--- src/rtl/mq_wr_pkg.sv ---
package mq_wr_pkg;
  typedef enum logic [1:0] {
    PH_IDLE = 2'd0,
    PH_OLD  = 2'd1,
    PH_FLAG = 2'd2,
    PH_NEW  = 2'd3
  } phase_t;
endpackage

--- src/rtl/mq_wr_seq.sv ---
module mq_wr_seq
  import mq_wr_pkg::*;
#(
  parameter int ADDR_W = 8,
  localparam int QW = ADDR_W - 1
) (
  input  logic          clk,
  input  logic          rst,
  input  logic          chip_id,
  input  logic          stb,
  input  logic [ADDR_W-1:0] adr,
  output phase_t        phase,
  output logic [QW-1:0] active_q,
  output logic          sel,
  output logic [QW-1:0] flag_q,
  output logic          sel_nxt
);
  logic [QW-1:0] pend_q;
  logic          pend_hit;
  logic          accept;

  assign accept = (phase == PH_IDLE) && stb;

  always_ff @(posedge clk) begin
    if (rst) begin
      phase    <= PH_IDLE;
      active_q <= '0;
      sel      <= 1'b0;
      pend_q   <= '0;
      pend_hit <= 1'b0;
    end else begin
      case (phase)
        PH_IDLE: if (accept) begin
          phase    <= PH_OLD;
          pend_q   <= adr[QW-1:0];
          pend_hit <= (adr[ADDR_W-1] == chip_id);
        end
        PH_OLD:  phase <= PH_FLAG;
        PH_FLAG: begin
          phase <= PH_NEW;
          sel   <= pend_hit;
          if (pend_hit) active_q <= pend_q;
        end
        default: phase <= PH_IDLE;
      endcase
    end
  end

  assign flag_q  = (phase == PH_FLAG && pend_hit) ? pend_q : active_q;
  assign sel_nxt = (phase == PH_FLAG) ? pend_hit : sel;

  a_r6_old_to_flag: assert property (@(posedge clk) disable iff (rst)
    (phase == PH_OLD) |=> (phase == PH_FLAG));
  a_r6_flag_to_new: assert property (@(posedge clk) disable iff (rst)
    (phase == PH_FLAG) |=> (phase == PH_NEW));
  a_r6_new_to_idle: assert property (@(posedge clk) disable iff (rst)
    (phase == PH_NEW) |=> (phase == PH_IDLE));
  a_r7_mismatch_keeps_queue: assert property (@(posedge clk) disable iff (rst)
    (phase == PH_FLAG && !pend_hit) |=> $stable(active_q));
endmodule

--- src/rtl/mq_wr_issue.sv ---
module mq_wr_issue
  import mq_wr_pkg::*;
#(
  parameter int QW     = 7,
  parameter int DATA_W = 36,
  localparam int NQ = 1 << QW
) (
  input  logic              clk,
  input  logic              rst,
  input  phase_t            phase,
  input  logic              sel,
  input  logic [QW-1:0]     active_q,
  input  logic              wen_n,
  input  logic [DATA_W-1:0] din,
  input  logic [NQ-1:0]     q_full,
  output logic              st_we,
  output logic [QW-1:0]     st_q,
  output logic [DATA_W-1:0] st_d
);
  logic go;

  assign go = sel && !wen_n && (phase != PH_FLAG) && !q_full[active_q];

  always_ff @(posedge clk) begin
    if (rst) begin
      st_we <= 1'b0;
      st_q  <= '0;
      st_d  <= '0;
    end else begin
      st_we <= go;
      if (go) begin
        st_q <= active_q;
        st_d <= din;
      end
    end
  end

  a_r4_no_write_flag_cycle: assert property (@(posedge clk) disable iff (rst)
    (phase == PH_FLAG) |=> !st_we);
  a_r3_write_needs_enable: assert property (@(posedge clk) disable iff (rst)
    st_we |-> $past(!wen_n));
  a_r8_write_needs_select: assert property (@(posedge clk) disable iff (rst)
    st_we |-> $past(sel));
endmodule

--- src/rtl/mq_wr_flag.sv ---
module mq_wr_flag #(
  parameter int QW = 7,
  localparam int NQ = 1 << QW
) (
  input  logic          clk,
  input  logic          rst,
  input  logic [QW-1:0] flag_q,
  input  logic          sel_nxt,
  input  logic [NQ-1:0] q_full,
  output logic          full_n,
  output logic          full_oe
);
  always_ff @(posedge clk) begin
    if (rst) begin
      full_n  <= 1'b1;
      full_oe <= 1'b0;
    end else begin
      full_n  <= ~q_full[flag_q];
      full_oe <= sel_nxt;
    end
  end

  a_r1_oe_low_after_reset: assert property (@(posedge clk)
    $fell(rst) |-> !full_oe);
endmodule

--- src/rtl/mq_wr_switch.sv ---
module mq_wr_switch
  import mq_wr_pkg::*;
#(
  parameter int ADDR_W = 8,
  parameter int DATA_W = 36,
  localparam int QW = ADDR_W - 1,
  localparam int NQ = 1 << QW
) (
  input  logic              clk,
  input  logic              rst,
  input  logic              chip_id,
  input  logic              wadr_stb,
  input  logic [ADDR_W-1:0] wadr,
  input  logic              wen_n,
  input  logic [DATA_W-1:0] din,
  input  logic [NQ-1:0]     q_full,
  output logic              st_we,
  output logic [QW-1:0]     st_q,
  output logic [DATA_W-1:0] st_d,
  output logic              full_n,
  output logic              full_oe
);
  phase_t        phase;
  logic [QW-1:0] active_q;
  logic          sel;
  logic [QW-1:0] flag_q;
  logic          sel_nxt;

  mq_wr_seq #(.ADDR_W(ADDR_W)) u_seq (
    .clk(clk), .rst(rst), .chip_id(chip_id), .stb(wadr_stb), .adr(wadr),
    .phase(phase), .active_q(active_q), .sel(sel),
    .flag_q(flag_q), .sel_nxt(sel_nxt)
  );

  mq_wr_issue #(.QW(QW), .DATA_W(DATA_W)) u_issue (
    .clk(clk), .rst(rst), .phase(phase), .sel(sel), .active_q(active_q),
    .wen_n(wen_n), .din(din), .q_full(q_full),
    .st_we(st_we), .st_q(st_q), .st_d(st_d)
  );

  mq_wr_flag #(.QW(QW)) u_flag (
    .clk(clk), .rst(rst), .flag_q(flag_q), .sel_nxt(sel_nxt),
    .q_full(q_full), .full_n(full_n), .full_oe(full_oe)
  );

  a_r8_write_while_driving: assert property (@(posedge clk) disable iff (rst)
    st_we |-> $past(full_oe));
endmodule

--- config.mk ---
export PLATFORM = sky130hd
export DESIGN_NAME = mq_wr_switch
export DESIGN_NICKNAME = d
export VERILOG_FILES = /design/src/rtl/mq_wr_pkg.sv /design/src/rtl/mq_wr_seq.sv /design/src/rtl/mq_wr_issue.sv /design/src/rtl/mq_wr_flag.sv /design/src/rtl/mq_wr_switch.sv
export SDC_FILE = /design/constraint.sdc
export NUM_CORES = 1
export LEC_CHECK = 0
export ABC_AREA = 0
export BUFFER_PORTS_ARGS = -buffer_cell sky130_fd_sc_hd__buf_2
export CAP_MARGIN = 25
export CELL_PAD_IN_SITES_DETAIL_PLACEMENT = 1
export CELL_PAD_IN_SITES_GLOBAL_PLACEMENT = 2
export CORE_UTILIZATION = 29
export CTS_CLUSTER_DIAMETER = 80
export DETAILED_ROUTE_END_ITERATION = 6
export MAX_ROUTING_LAYER = met4
export PLACE_DENSITY = 0.91
export SLEW_MARGIN = 20
export SYNTH_ARGS = -nofsm -noshare
export SYNTH_HDL_FRONTEND = slang
export SYNTH_HIERARCHICAL = 1
export SYNTH_SLANG_ARGS = --single-unit
--- constraint.sdc ---
create_clock -name clk -period 2.9 [get_ports clk]
set_input_delay 0.29 -clock clk [delete_from_list [all_inputs] [get_ports clk]]
set_output_delay 0.29 -clock clk [all_outputs]
set_load 0.005 [all_outputs]
==> results.md, run 1 <==
- Status: finished, final reports clean
- Synth Cell Area: 0.005152 mm²
- Largest net degree at the start of global routing: 109
- CP Class: flop to flop
- Fill count: 2019
- Ys flop type: dfxtp_1
- First-pass GRT wire length: 25810 µm
- Synth top area cells: dfxtp_1 25%, mux4_2 21%, mux2i_1 14%, nand2b_1 11%, nor2b_4 2.1%
- # placed instances: 888
- Die extent in y: approximately 140 µm
- CTS Sinks: 64
- Clock power frac: 43.8%
- Area growth, synth to finish: 32.30%
- Hold WS: 0.2024 ns
- #FFs+latches synth: 64
- CP delay by family, top: multiplexers
- Placed inst area: 0.006421 mm²
- Number of synthesized flops with an enable pin: 0
- Pwr Total: about 2.4 mW
- Initial antenna violation count: 3
- Crit end category: flop
- Initial drt markers: 262
- Tightest Pin Transition: 0.5884 ns
- Final GP Congestion: 0.8777
- Post-synth top area cell: dfxtp_1
- Drt drc: 0
- Placed wire-length estimate: 12770 µm
- Port bufs: 222
- Gr usage total: 18.74%
- Critical path arrival: about 3.0 ns
- Fin area: between 0.006 and 0.007 mm²
- Switching power: 0.6341 mW
- Hold Crit Class: input pin to flop
- Slowest cell on the critical path: mux4_1
- Max VDD drop: 0.2727 mV
- TritonCTS buffer count: 9
- Switching part of the total: roughly a quarter
- DP Worst Slack: approximately 0.083 ns
- Number of I/O pins: 223
- Final Hold Viols: 0
- Routed WL: 16680 µm
- Syn Area/Cell: about 11 µm²
- Sink of the worst hold path: u_seq/pend_q[2]$_SDFFE_PP0P_
- Core area: 0.01730 mm²
- Hold Crit Depth: 3
- Cells on worst reg2reg path: 9
- CP Max Fanout: 21
- Sequential share of power: 38.3%
- Critical path, cell by cell: buf_12 > mux4_1 > a22oi_1 > a21oi_1 > nor4_2 > buf_4 > o2111ai_4 > clkbuf_16 > mux2i_1
- Total negative slack: 0 ns
- Yosys top cell area share: 24.87%
- Mapped Nets: 646
- DIE AREA: 0.01830 mm²
- RSZ-0062 raised after global routing: false
- Net count, final: 861
- Horiz. Die Dim: 135.3 µm
- CP required: around 3.1 ns
- Sequential Area: 0.001285 mm²
- Worst setup SP type: flop
- Rows: 48
- Cell variety after synth: 42
- Final period util: 95.71%
- FF-to-FF Start: u_seq/active_q[0]$_SDFFE_PP0P_
- GRT Residual Overflow: 0
- Pwr dens: between 300 and 400 mW/mm²
- CP max stage delay: a little under 0.6 ns
- Yosys Warn Count: 6
- Cell internal pwr: approximately 1.8 mW
- H-tree Lvls: 3
- Minimum clock period: 2.775 ns
- Clk_lat worst skew: roughly 0.33 ns
- Static Leak: ~3.0 nW
- Reg2reg setup slack: 0.12 ns
- Vias in the first global route: 4797
- Setup violators final: 0
- Clk buf depth: 2
- Multi-input logic area: 0.003538 mm²
- Sequential share of the synthesized area: 24.87%
- FMAX: between 300 and 400 MHz
- R2R Path End: u_issue/st_d[3]$_SDFFE_PP0P_
- Comb power frac: 17.9%
- Wire per inst: 18.25 µm
- Setup ws final: 0.1245 ns
- Clock transition at path regs: 0.06 ns
- Vias: 4659
- Initial core utilization: between 20% and 30%
- Crit path buf inv count: 3
- Utilization after layout: 39.41%
- Final Non-Filler Cells: 914
- Final ANT Viol Nets: 0
- Hold Crit Start: wadr[2]
- CTS tree: done
- Via/cell ratio: between 5 and 6
- Final clock skew: ~0.0065 ns
- First drt pass iteration count: 4
- Syn Inst Count: about 470
- Critical Path Source: u_seq/active_q[0]$_SDFFE_PP0P_
- Synth async-reset ratio: 0%
- Slew headroom: 60.69%
- Root Driver: clkbuf_16
- Share of layout cells above drive strength 1: 49.13%
- Final Max Slew Viols: 0
- Total of max-cap violations: 0
[timing repair]
item | in CTS | in global routing
gates resized for setup | 0 | 2
buffers inserted | 0 | 5
setup endpoints to repair | 0 | 6
hold buffers | 0 | 0
hold endpoints to repair | 0 | 0
[worst register-to-register path, cell delays in order (launching register included)]
cell       delay [ns]
dfxtp_2          0.35
buf_12           0.20
mux4_1           0.61
a22oi_1          0.18
a21oi_1          0.11
nor4_2           0.42
buf_4            0.20
o2111ai_4        0.16
clkbuf_16        0.28
mux2i_1          0.14
[cell type report]
class                      instances  share of cell area [%]
antenna                            3                  0.1101
clock buffer                      11                   3.708
clock inverter                     5                  0.5690
inverter                           5                  0.2753
multi-input combinational        357                   51.91
sequential                        64                   18.85
tap                              225                   4.130
timing repair buffer             244                   20.45
[cell usage after synthesis (7+ instances only)]
library cell / number
nand2b_1: 89
mux2i_1: 74
dfxtp_1: 64
mux4_2: 48
nand2_1: 24
a21oi_1: 18
a22oi_1: 14
nor2b_1: 14
clkbuf_1: 11
buf_2: 9
buf_6: 9
a211oi_1: 8
nor2b_4: 8
mux2_4: 7
nor2_1: 7
[how the worst max path moves through the flow]
| stage | to | slack, ns | depth (start not counted) |
|---|---|---|---|
| detailed placement | u_flag/full_n$_SDFF_PP1_ | 0.08 | 10 |
| global route | u_flag/full_n$_SDFF_PP1_ | 0.01 | 10 |
| floorplan | u_flag/full_n$_SDFF_PP1_ | 0.36 | 11 |
| CTS | u_flag/full_n$_SDFF_PP1_ | 0.06 | 10 |
| global placement | u_flag/full_n$_SDFF_PP1_ | 0.14 | 10 |
| finish | u_issue/st_d[3]$_SDFFE_PP0P_ | 0.12 | 9 |
[layout by cell type (no fill, tap or decap), types with 11 or more instances in the layout]
master,count
buf_2,222
nand2b_1,89
mux2i_1,74
dfxtp_1,61
mux4_2,48
nand2_1,24
a21oi_1,18
buf_4,14
nor2b_1,14
a22oi_1,14
clkbuf_16,11
[state kept, by name, indices dropped and copies added, names as in the netlist, 2 cells and up]
| signal | flops |
|---|---|
| u_seq/phase | 2 |
| u_issue/st_d | 36 |
| u_seq/active_q | 7 |
| u_issue/st_q | 7 |
| u_seq/pend_q | 7 |
[power groups by stage]
stage / logic (mW) / registers (mW) / clock network [mW]
after floorplan: 0.233 / 0.934 / 0
final: 0.431 / 0.921 / 1.05
after global routing: 0.473 / 0.923 / 1.14
after detailed placement: 0.427 / 0.941 / 0
after CTS: 0.429 / 0.921 / 1.10
after global placement: 0.419 / 0.940 / 0
[cell families (layout without fill, tap and decap cells)]
logic type / after synthesis / after routing / synth area share (%)
multiplexers: 138 / 138 / 40.53
flip-flops: 64 / 64 / 24.87
other: 0 / 3 / 0
AND/OR/NAND/NOR: 155 / 155 / 18.63
XOR/XNOR: 1 / 1 / 0.1700
AO/OA/AOI/OAI: 60 / 60 / 8.281
buffers and inverters: 45 / 265 / 6.799
adder cells (fa/ha/maj): 3 / 3 / 0.7286
[per-layer routing]
layer	track usage, %	wire (µm)	part of all wire [%]
met1	23.12	7074	42
met4	6.492	507	3.0
met2	30.88	8286	50
met3	3.105	814	4.9
met5	-	0	0
Power figures use the tool's default switching activity.
==> inputs of run 2 (changes only) <==
--- a/config.mk
+++ b/config.mk
@@ -10,11 +10,11 @@
 export CAP_MARGIN = 25
 export CELL_PAD_IN_SITES_DETAIL_PLACEMENT = 1
 export CELL_PAD_IN_SITES_GLOBAL_PLACEMENT = 2
-export CORE_UTILIZATION = 29
+export CORE_UTILIZATION = 31
 export CTS_CLUSTER_DIAMETER = 80
 export DETAILED_ROUTE_END_ITERATION = 6
 export MAX_ROUTING_LAYER = met4
-export PLACE_DENSITY = 0.91
+export PLACE_DENSITY = 0.95
 export SLEW_MARGIN = 20
 export SYNTH_ARGS = -nofsm -noshare
 export SYNTH_HDL_FRONTEND = slang
==> constraint.sdc (replaced) <==
create_clock -name clk -period 3.23 [get_ports clk]
set_input_delay 0.323 -clock clk [delete_from_list [all_inputs] [get_ports clk]]
set_output_delay 0.323 -clock clk [all_outputs]
set_load 0.005 [all_outputs]
==> run 2 against run 1 <==
  * Power shrank 11%
  * Critical path depth grew 1
  * Largest cell class unchanged
  * Wire length grew 2.4%
  * Worst hold slack gained 0.047 ns
  * Non-clock buffer count shrank 11
  * Utilization grew 1.9 points
  * Cell count shrank 2.4%
  * Maximum frequency shrank 7.3%
  * Final area shrank 2.8%
  * Count of clock-buffer cells in the layout shrank 1
  * Clock skew is essentially flat
==> results.md, run 2 (synthesis results as in run 1) <==
- Max reg flops: 36 (unchanged)
- Gr usage total: 20.64% (+1.9 points)
- Sequential Area: 0.001284 mm² (about the same)
- Vias: 4612 (-1.0%)
- Reg2reg setup slack: 0.23 ns (+0.11 ns)
- Initial drt markers: 227 (-13%)
- Met3 Wirelength: 972 µm (+19%)
- Rows: 46 (-4.2%)
- Most flop-heavy register: u_issue/st_d
- R2R Path End: u_flag/full_n$_SDFF_PP1_
- Via/cell ratio: 5.170 (+1.4%)
- Horiz. Die Dim: 130.9 µm (-3.2%)
- Hold Crit Depth: 3 (unchanged)
- FMAX: 333.9 MHz (-7.3%)
- Metal-1 WL: 6915 µm (-2.2%)
- H-tree Lvls: 3 (unchanged)
- CTS Sinks: 64 (unchanged)
- Minimum clock period: 2.995 ns (+0.2195 ns)
- Setup violators final: 0 (unchanged)
- CTS tree: done
- Top layer reached by signal wires: met4
- CP required: 3.47 ns (+0.36 ns)
- Root Driver: clkbuf_16
- Clk buf depth: 2 (unchanged)
- CP Class: flop to flop
- Final clock skew: 0.006416 ns (-0.00004144 ns)
- CP Max Fanout: 39 (+86%)
- Commonest non-fill, non-tap cell in the layout: buf_2
- First drt pass iteration count: 4 (unchanged)
- Number of I/O pins: 223 (unchanged)
- FF-to-FF Start: u_seq/phase[0]$_SDFFE_PP0P_
- Core area: 0.01606 mm² (-7.2%)
- Total negative slack: 0 ns (unchanged)
- Fill count: 1843 (-8.7%)
- Wire per inst: 19.15 µm (+4.9%)
- Port bufs: 222 (unchanged)
- GRT Residual Overflow: 0 (unchanged)
- Hold Crit Start: wadr[6]
- Placed wire-length estimate: 13610 µm (+6.6%)
- Clk_lat worst skew: 0.32 ns (about the same)
- Met2 routed WL: 8928 µm (+7.7%)
- Largest net degree at the start of global routing: 94 (-14%)
- Initial core utilization: 32.09% (+2.3 points)
- Initial antenna violation count: 3 (unchanged)
- Final Hold Viols: 0 (unchanged)
- Total of max-cap violations: 0 (unchanged)
- DP Worst Slack: 0.2743 ns (+0.1912 ns)
- Hold Crit Class: input pin to flop
- Crit end category: flop
- Sink of the worst hold path: u_seq/pend_q[6]$_SDFFE_PP0P_
- Tightest Pin Transition: 0.7035 ns (+0.1151 ns)
- Static Leak: 2.912 nW (-3.1%)
- Hold WS: 0.2498 ns (+0.04741 ns)
- Net count, final: 850 (-1.3%)
- RSZ-0062 raised after global routing: false
- Slew headroom: 52.36% (-8.3 points)
- Multi-input logic area: 0.003538 mm² (unchanged)
- TritonCTS buffer count: 9 (unchanged)
- Max VDD drop: 0.2481 mV (-9.0%)
- Routed WL: 17090 µm (+2.4%)
- Vias in the first global route: 4894 (+2.0%)
- Worst setup SP type: flop
- Share of layout cells above drive strength 1: 47.85% (-1.3 points)
- First-pass GRT wire length: 25880 µm (+0.27%)
- Critical path arrival: 3.23 ns (+0.25 ns)
- Final GP Congestion: 0.8675 (-1.2%)
- DIE AREA: 0.01714 mm² (-6.4%)
- Die extent in y: 130.9 µm (-3.2%)
- Most frequent cells in the layout: 221 x buf_2, 89 x nand2b_1, 74 x mux2i_1
- Utilization after layout: 41.28% (+1.9 points)
- Area growth, synth to finish: 28.65%
- Status: finished, final reports clean
- # hold bufs at CTS: 0 (unchanged)
- Cells on worst reg2reg path: 10 (+1)
- Final ANT Viol Nets: 0 (unchanged)
- Final Max Slew Viols: 0 (unchanged)
- Post_cts resized: 0 (unchanged)
- Pwr dens: 321.9 mW/mm² (-8.8%)
- Drt drc: 0 (unchanged)
- Setup ws final: 0.2350 ns (+0.1105 ns)
- Post-CTS Setup Inserts: 0 (unchanged)
- Clock transition at path regs: 0.05 ns (about the same)
- Final period util: 92.72% (-3.0 points)
run 2: changes by cell type in the layout (fill, tap and decap cells not counted), sizes merged:
| cell | change |
|---|---|
| inv | -2 |
| buf | -9 |
| clkbuf | -3 |
| bufinv | +1 |
run 2: worst max path at each step:
stage	startpoint	end	slack (ns)	depth (start not counted)
final	u_seq/phase[0]$_SDFFE_PP0P_	u_flag/full_n$_SDFF_PP1_	0.23	10
after global routing	u_seq/phase[0]$_SDFFE_PP0P_	u_flag/full_n$_SDFF_PP1_	0.08	10
after CTS	u_seq/phase[0]$_SDFFE_PP0P_	u_flag/full_n$_SDFF_PP1_	0.23	10
after detailed placement	u_seq/active_q[1]$_SDFFE_PP0P_	u_issue/st_d[12]$_SDFFE_PP0P_	0.27	6
after global placement	u_seq/phase[0]$_SDFFE_PP0P_	u_flag/full_n$_SDFF_PP1_	0.30	10
after floorplan	u_seq/phase[0]$_SDFFE_PP0P_	u_flag/full_n$_SDFF_PP1_	0.69	11
run 2: routing by layer:
metal | track usage, % | vias up
li1 | - | 2146
met5 | - | -
met4 | 6.491 | 0
met1 | 24.12 | 2278
met3 | 3.664 | 22
met2 | 35.85 | 166
run 2: metrics by stage:
step                area (µm²)  instances  power, mW
global placement          6342        875      1.214
CTS                       6619        889      2.169
detailed placement        6342        875      1.231
finish                    6629        892      2.134
floorplan                 5152        466      1.049
global route              6629        892      2.239
run 2: power breakdown:
part	internal [mW]	total (mW)	switching [mW]
registers	0.811	0.826	0.0151
logic	0.208	0.389	0.181
clock network	0.585	0.918	0.333
run 2: layout make-up:
| type | count | share of cell area (%) |
|---|---|---|
| Multi-Input combinational cell | 357 | 53.38 |
| Sequential cell | 64 | 19.37 |
| Timing Repair Buffer | 233 | 18.61 |
| Tap cell | 216 | 4.077 |
| Clock buffer | 10 | 3.454 |
| Clock inverter | 4 | 0.7173 |
| Inverter | 5 | 0.2831 |
| Antenna cell | 3 | 0.1133 |
run 2: worst max-delay path, stage by stage (launching register included):
cell and delay [ns]:
dfxtp_1 0.32, inv_1 0.11, ha_1 0.27, nand2_4 0.14
mux2_4 0.32, buf_12 0.28, mux4_2 0.55, o221ai_1 0.20
o21ai_0 0.15, o32a_1 0.35, a22oi_2 0.18
==> inputs of run 3 (changes only) <==
--- a/config.mk
+++ b/config.mk
@@ -15,6 +15,7 @@
 export DETAILED_ROUTE_END_ITERATION = 6
 export MAX_ROUTING_LAYER = met4
 export PLACE_DENSITY = 0.95
+export REMOVE_ABC_BUFFERS = 1
 export SLEW_MARGIN = 20
 export SYNTH_ARGS = -nofsm -noshare
 export SYNTH_HDL_FRONTEND = slang
==> constraint.sdc (replaced) <==
create_clock -name clk -period 3.23 [get_ports clk]
set_input_delay 0.323 -clock clk [delete_from_list [all_inputs] [get_ports clk]]
set_output_delay 0.323 -clock clk [all_outputs]
set_load 0.05 [all_outputs]
==> run 3 against run 2 <==
  * Worst setup slack got worse by 0.055 ns
  * First-iteration DRC count fell by 19%
  * Non-clock buffer count rose by 1
  * Wire length fell by 3.5%
  * Sequential cell count did not move
  * Sequential power barely moved
  * Critical path depth fell by 3
  * Die area did not move
==> results.md, run 3 (synthesis results as in run 1) <==
- Status: finished, final reports clean
- Horiz. Die Dim: 130.9 µm (unchanged)
- Slowest cell on the critical path: o311ai_1
- Most frequent cells in the layout: 222 x buf_2, 89 x nand2b_1, 74 x mux2i_1
- Initial core utilization: 32.09% (unchanged)
- CP Max Fanout: 43 (+10%)
- Net count, final: 851 (+0.12%)
- Commonest non-fill, non-tap cell in the layout: buf_2
- Number of I/O pins: 223 (unchanged)
- CP required: 3.40 ns (-0.07 ns)
- Placed wire-length estimate: 13060 µm (-4.0%)
- Vias in the first global route: 4957 (+1.3%)
- Max reg flops: 36 (unchanged)
- CP max stage delay: 0.56 ns (about the same)
- Critical path arrival: 3.22 ns (about the same)
- Die extent in y: 130.9 µm (unchanged)
- Initial antenna violation count: 1 (-2)
- Root Driver: clkbuf_16
- Fill count: 1875 (+1.7%)
- Wire per inst: 18.49 µm (-3.5%)
- Via/cell ratio: 5.189 (+0.37%)
- Slew headroom: 43.12% (-9.2 points)
- Worst setup SP type: flop
- Share of layout cells above drive strength 1: 48.00% (+0.15 points)
- FMAX: 327.9 MHz (-1.8%)
- Clk buf depth: 2 (unchanged)
- Final Max Slew Viols: 0 (unchanged)
- Tightest Pin Transition: 0.8531 ns (+0.1496 ns)
- Vias: 4629 (+0.37%)
- FF-to-FF Start: u_seq/active_q[1]$_SDFFE_PP0P_
- Core area: 0.01606 mm² (unchanged)
- GRT Residual Overflow: 0 (unchanged)
- Placed inst area: 0.006362 mm² (+0.32%)
- CP Class: flop to flop
- Final period util: 94.41% (+1.7 points)
- Minimum clock period: 3.050 ns (+0.05455 ns)
- Hold WS: 0.2463 ns (-0.003499 ns)
- CTS Sinks: 64 (unchanged)
- Clk_lat worst skew: 0.32 ns (about the same)
- Post-CTS Setup Inserts: 0 (unchanged)
- Initial drt markers: 185 (-19%)
- Fin area: 0.006648 mm² (+0.28%)
- First-pass GRT wire length: 25030 µm (-3.3%)
- Drt drc: 0 (unchanged)
- Final ANT Viol Nets: 0 (unchanged)
- TritonCTS buffer count: 9 (unchanged)
- RSZ-0062 raised after global routing: false
- Largest net degree at the start of global routing: 64 (-32%)
- Crit path buf inv count: 2 (unchanged)
- Port bufs: 222 (unchanged)
- Critical path, cell by cell: buf_12 > mux4_2 > mux2_2 > o311ai_1 > o2111ai_4 > buf_4 > mux2i_1
- DIE AREA: 0.01714 mm² (unchanged)
- Area growth, synth to finish: 29.02%
- Clock transition at path regs: 0.05 ns (about the same)
- Setup violators final: 0 (unchanged)
- H-tree Lvls: 3 (unchanged)
- First drt pass iteration count: 4 (unchanged)
- Rows: 46 (unchanged)
- Hold Crit Start: wadr[4]
- Final clock skew: 0.005283 ns (-0.001133 ns)
- Crit end category: flop
- CP delay by family, top: multiplexers
- Final GP Congestion: 0.8601 (-0.85%)
- Utilization after layout: 41.40% (+0.12 points)
- Total negative slack: 0 ns (unchanged)
- CTS tree: done
- Max VDD drop: 0.2189 mV (-12%)
- Hold Crit Class: input pin to flop
- Routed WL: 16490 µm (-3.5%)
- Total of max-cap violations: 0 (unchanged)
- Pwr dens: 318.4 mW/mm² (-1.1%)
- Gr usage total: 19.63% (-1.0 points)
- Final Hold Viols: 0 (unchanged)
- Static Leak: 2.921 nW (+0.32%)
- Most flop-heavy register: u_issue/st_d
- Critical Path Source: u_seq/active_q[1]$_SDFFE_PP0P_
-- run 3: cell types whose count changed in the layout (fill, tap and decap cells not counted) --
cell	previous run	this run
bufinv_16	1	0
nor4_4	0	1
clkbuf_8	0	2
buf_2	221	222
buf_12	3	4
diode_2	3	1
nor4_2	1	0
buf_4	9	8
-- run 3: timing repair --
item	CTS	global route
resized for setup	0	1
hold buffers	0	0
endpoints found under the setup margin	0	1
-- run 3: where the power goes --
group	internal [mW]	switching (mW)	leakage, nW
combinational	0.209	0.189	2.27
sequential	0.811	0.0174	0.518
clock	0.554	0.336	0.134
-- run 3: final cells by class --
| class | count | area, µm² | share of cell area, % |
|---|---|---|---|
| diodes | 1 | 2.502 | 0.03764 |
| clock buffers | 12 | 256.5 | 3.858 |
| clock inverters | 3 | 17.52 | 0.2635 |
| inverters | 5 | 18.77 | 0.2823 |
| multi-input cells | 357 | 3547 | 53.36 |
| flip-flops and latches | 64 | 1284 | 19.31 |
| well taps | 216 | 270.3 | 4.065 |
| repair buffers | 234 | 1251 | 18.82 |
-- run 3: final timing paths --
check / to / cells past startpoint / slack [ns]
max reg2reg: u_issue/st_d[31]$_SDFFE_PP0P_ / 7 / 0.18
min: u_seq/pend_q[4]$_SDFFE_PP0P_ / 3 / 0.25
min reg2reg: u_seq/pend_q[1]$_SDFFE_PP0P_ / 2 / 0.46
max: u_issue/st_d[31]$_SDFFE_PP0P_ / 7 / 0.18
-- run 3: layer usage --
layer / wire length [µm] / global-route usage, % / vias up
li1: - / - / 2149
met1: 6545 / 22.08 / 2246
met2: 8529 / 34.92 / 200
met3: 1040 / 3.176 / 34
met4: 375 / 7.167 / 0
met5: 0 / - / -
-- run 3: worst reg2reg max path: stages (launching register included) --
cell and delay (ns):
dfxtp_2 0.51, buf_12 0.19, mux4_2 0.50, mux2_2 0.28
o311ai_1 0.56, o2111ai_4 0.21, buf_4 0.38, mux2i_1 0.26
-- run 3: per-stage QoR --
| step | setup WS, ns | std cells | total power, mW |
|---|---|---|---|
| after CTS | 0.1600 | 891 | 2.147 |
| after global routing | 0.04612 | 892 | 2.228 |
| final | 0.1804 | 892 | 2.117 |
| after detailed placement | 0.1509 | 876 | 1.241 |
| after global placement | 0.2741 | 876 | 1.224 |
| after floorplan | -2.322 | 426 | 1.039 |
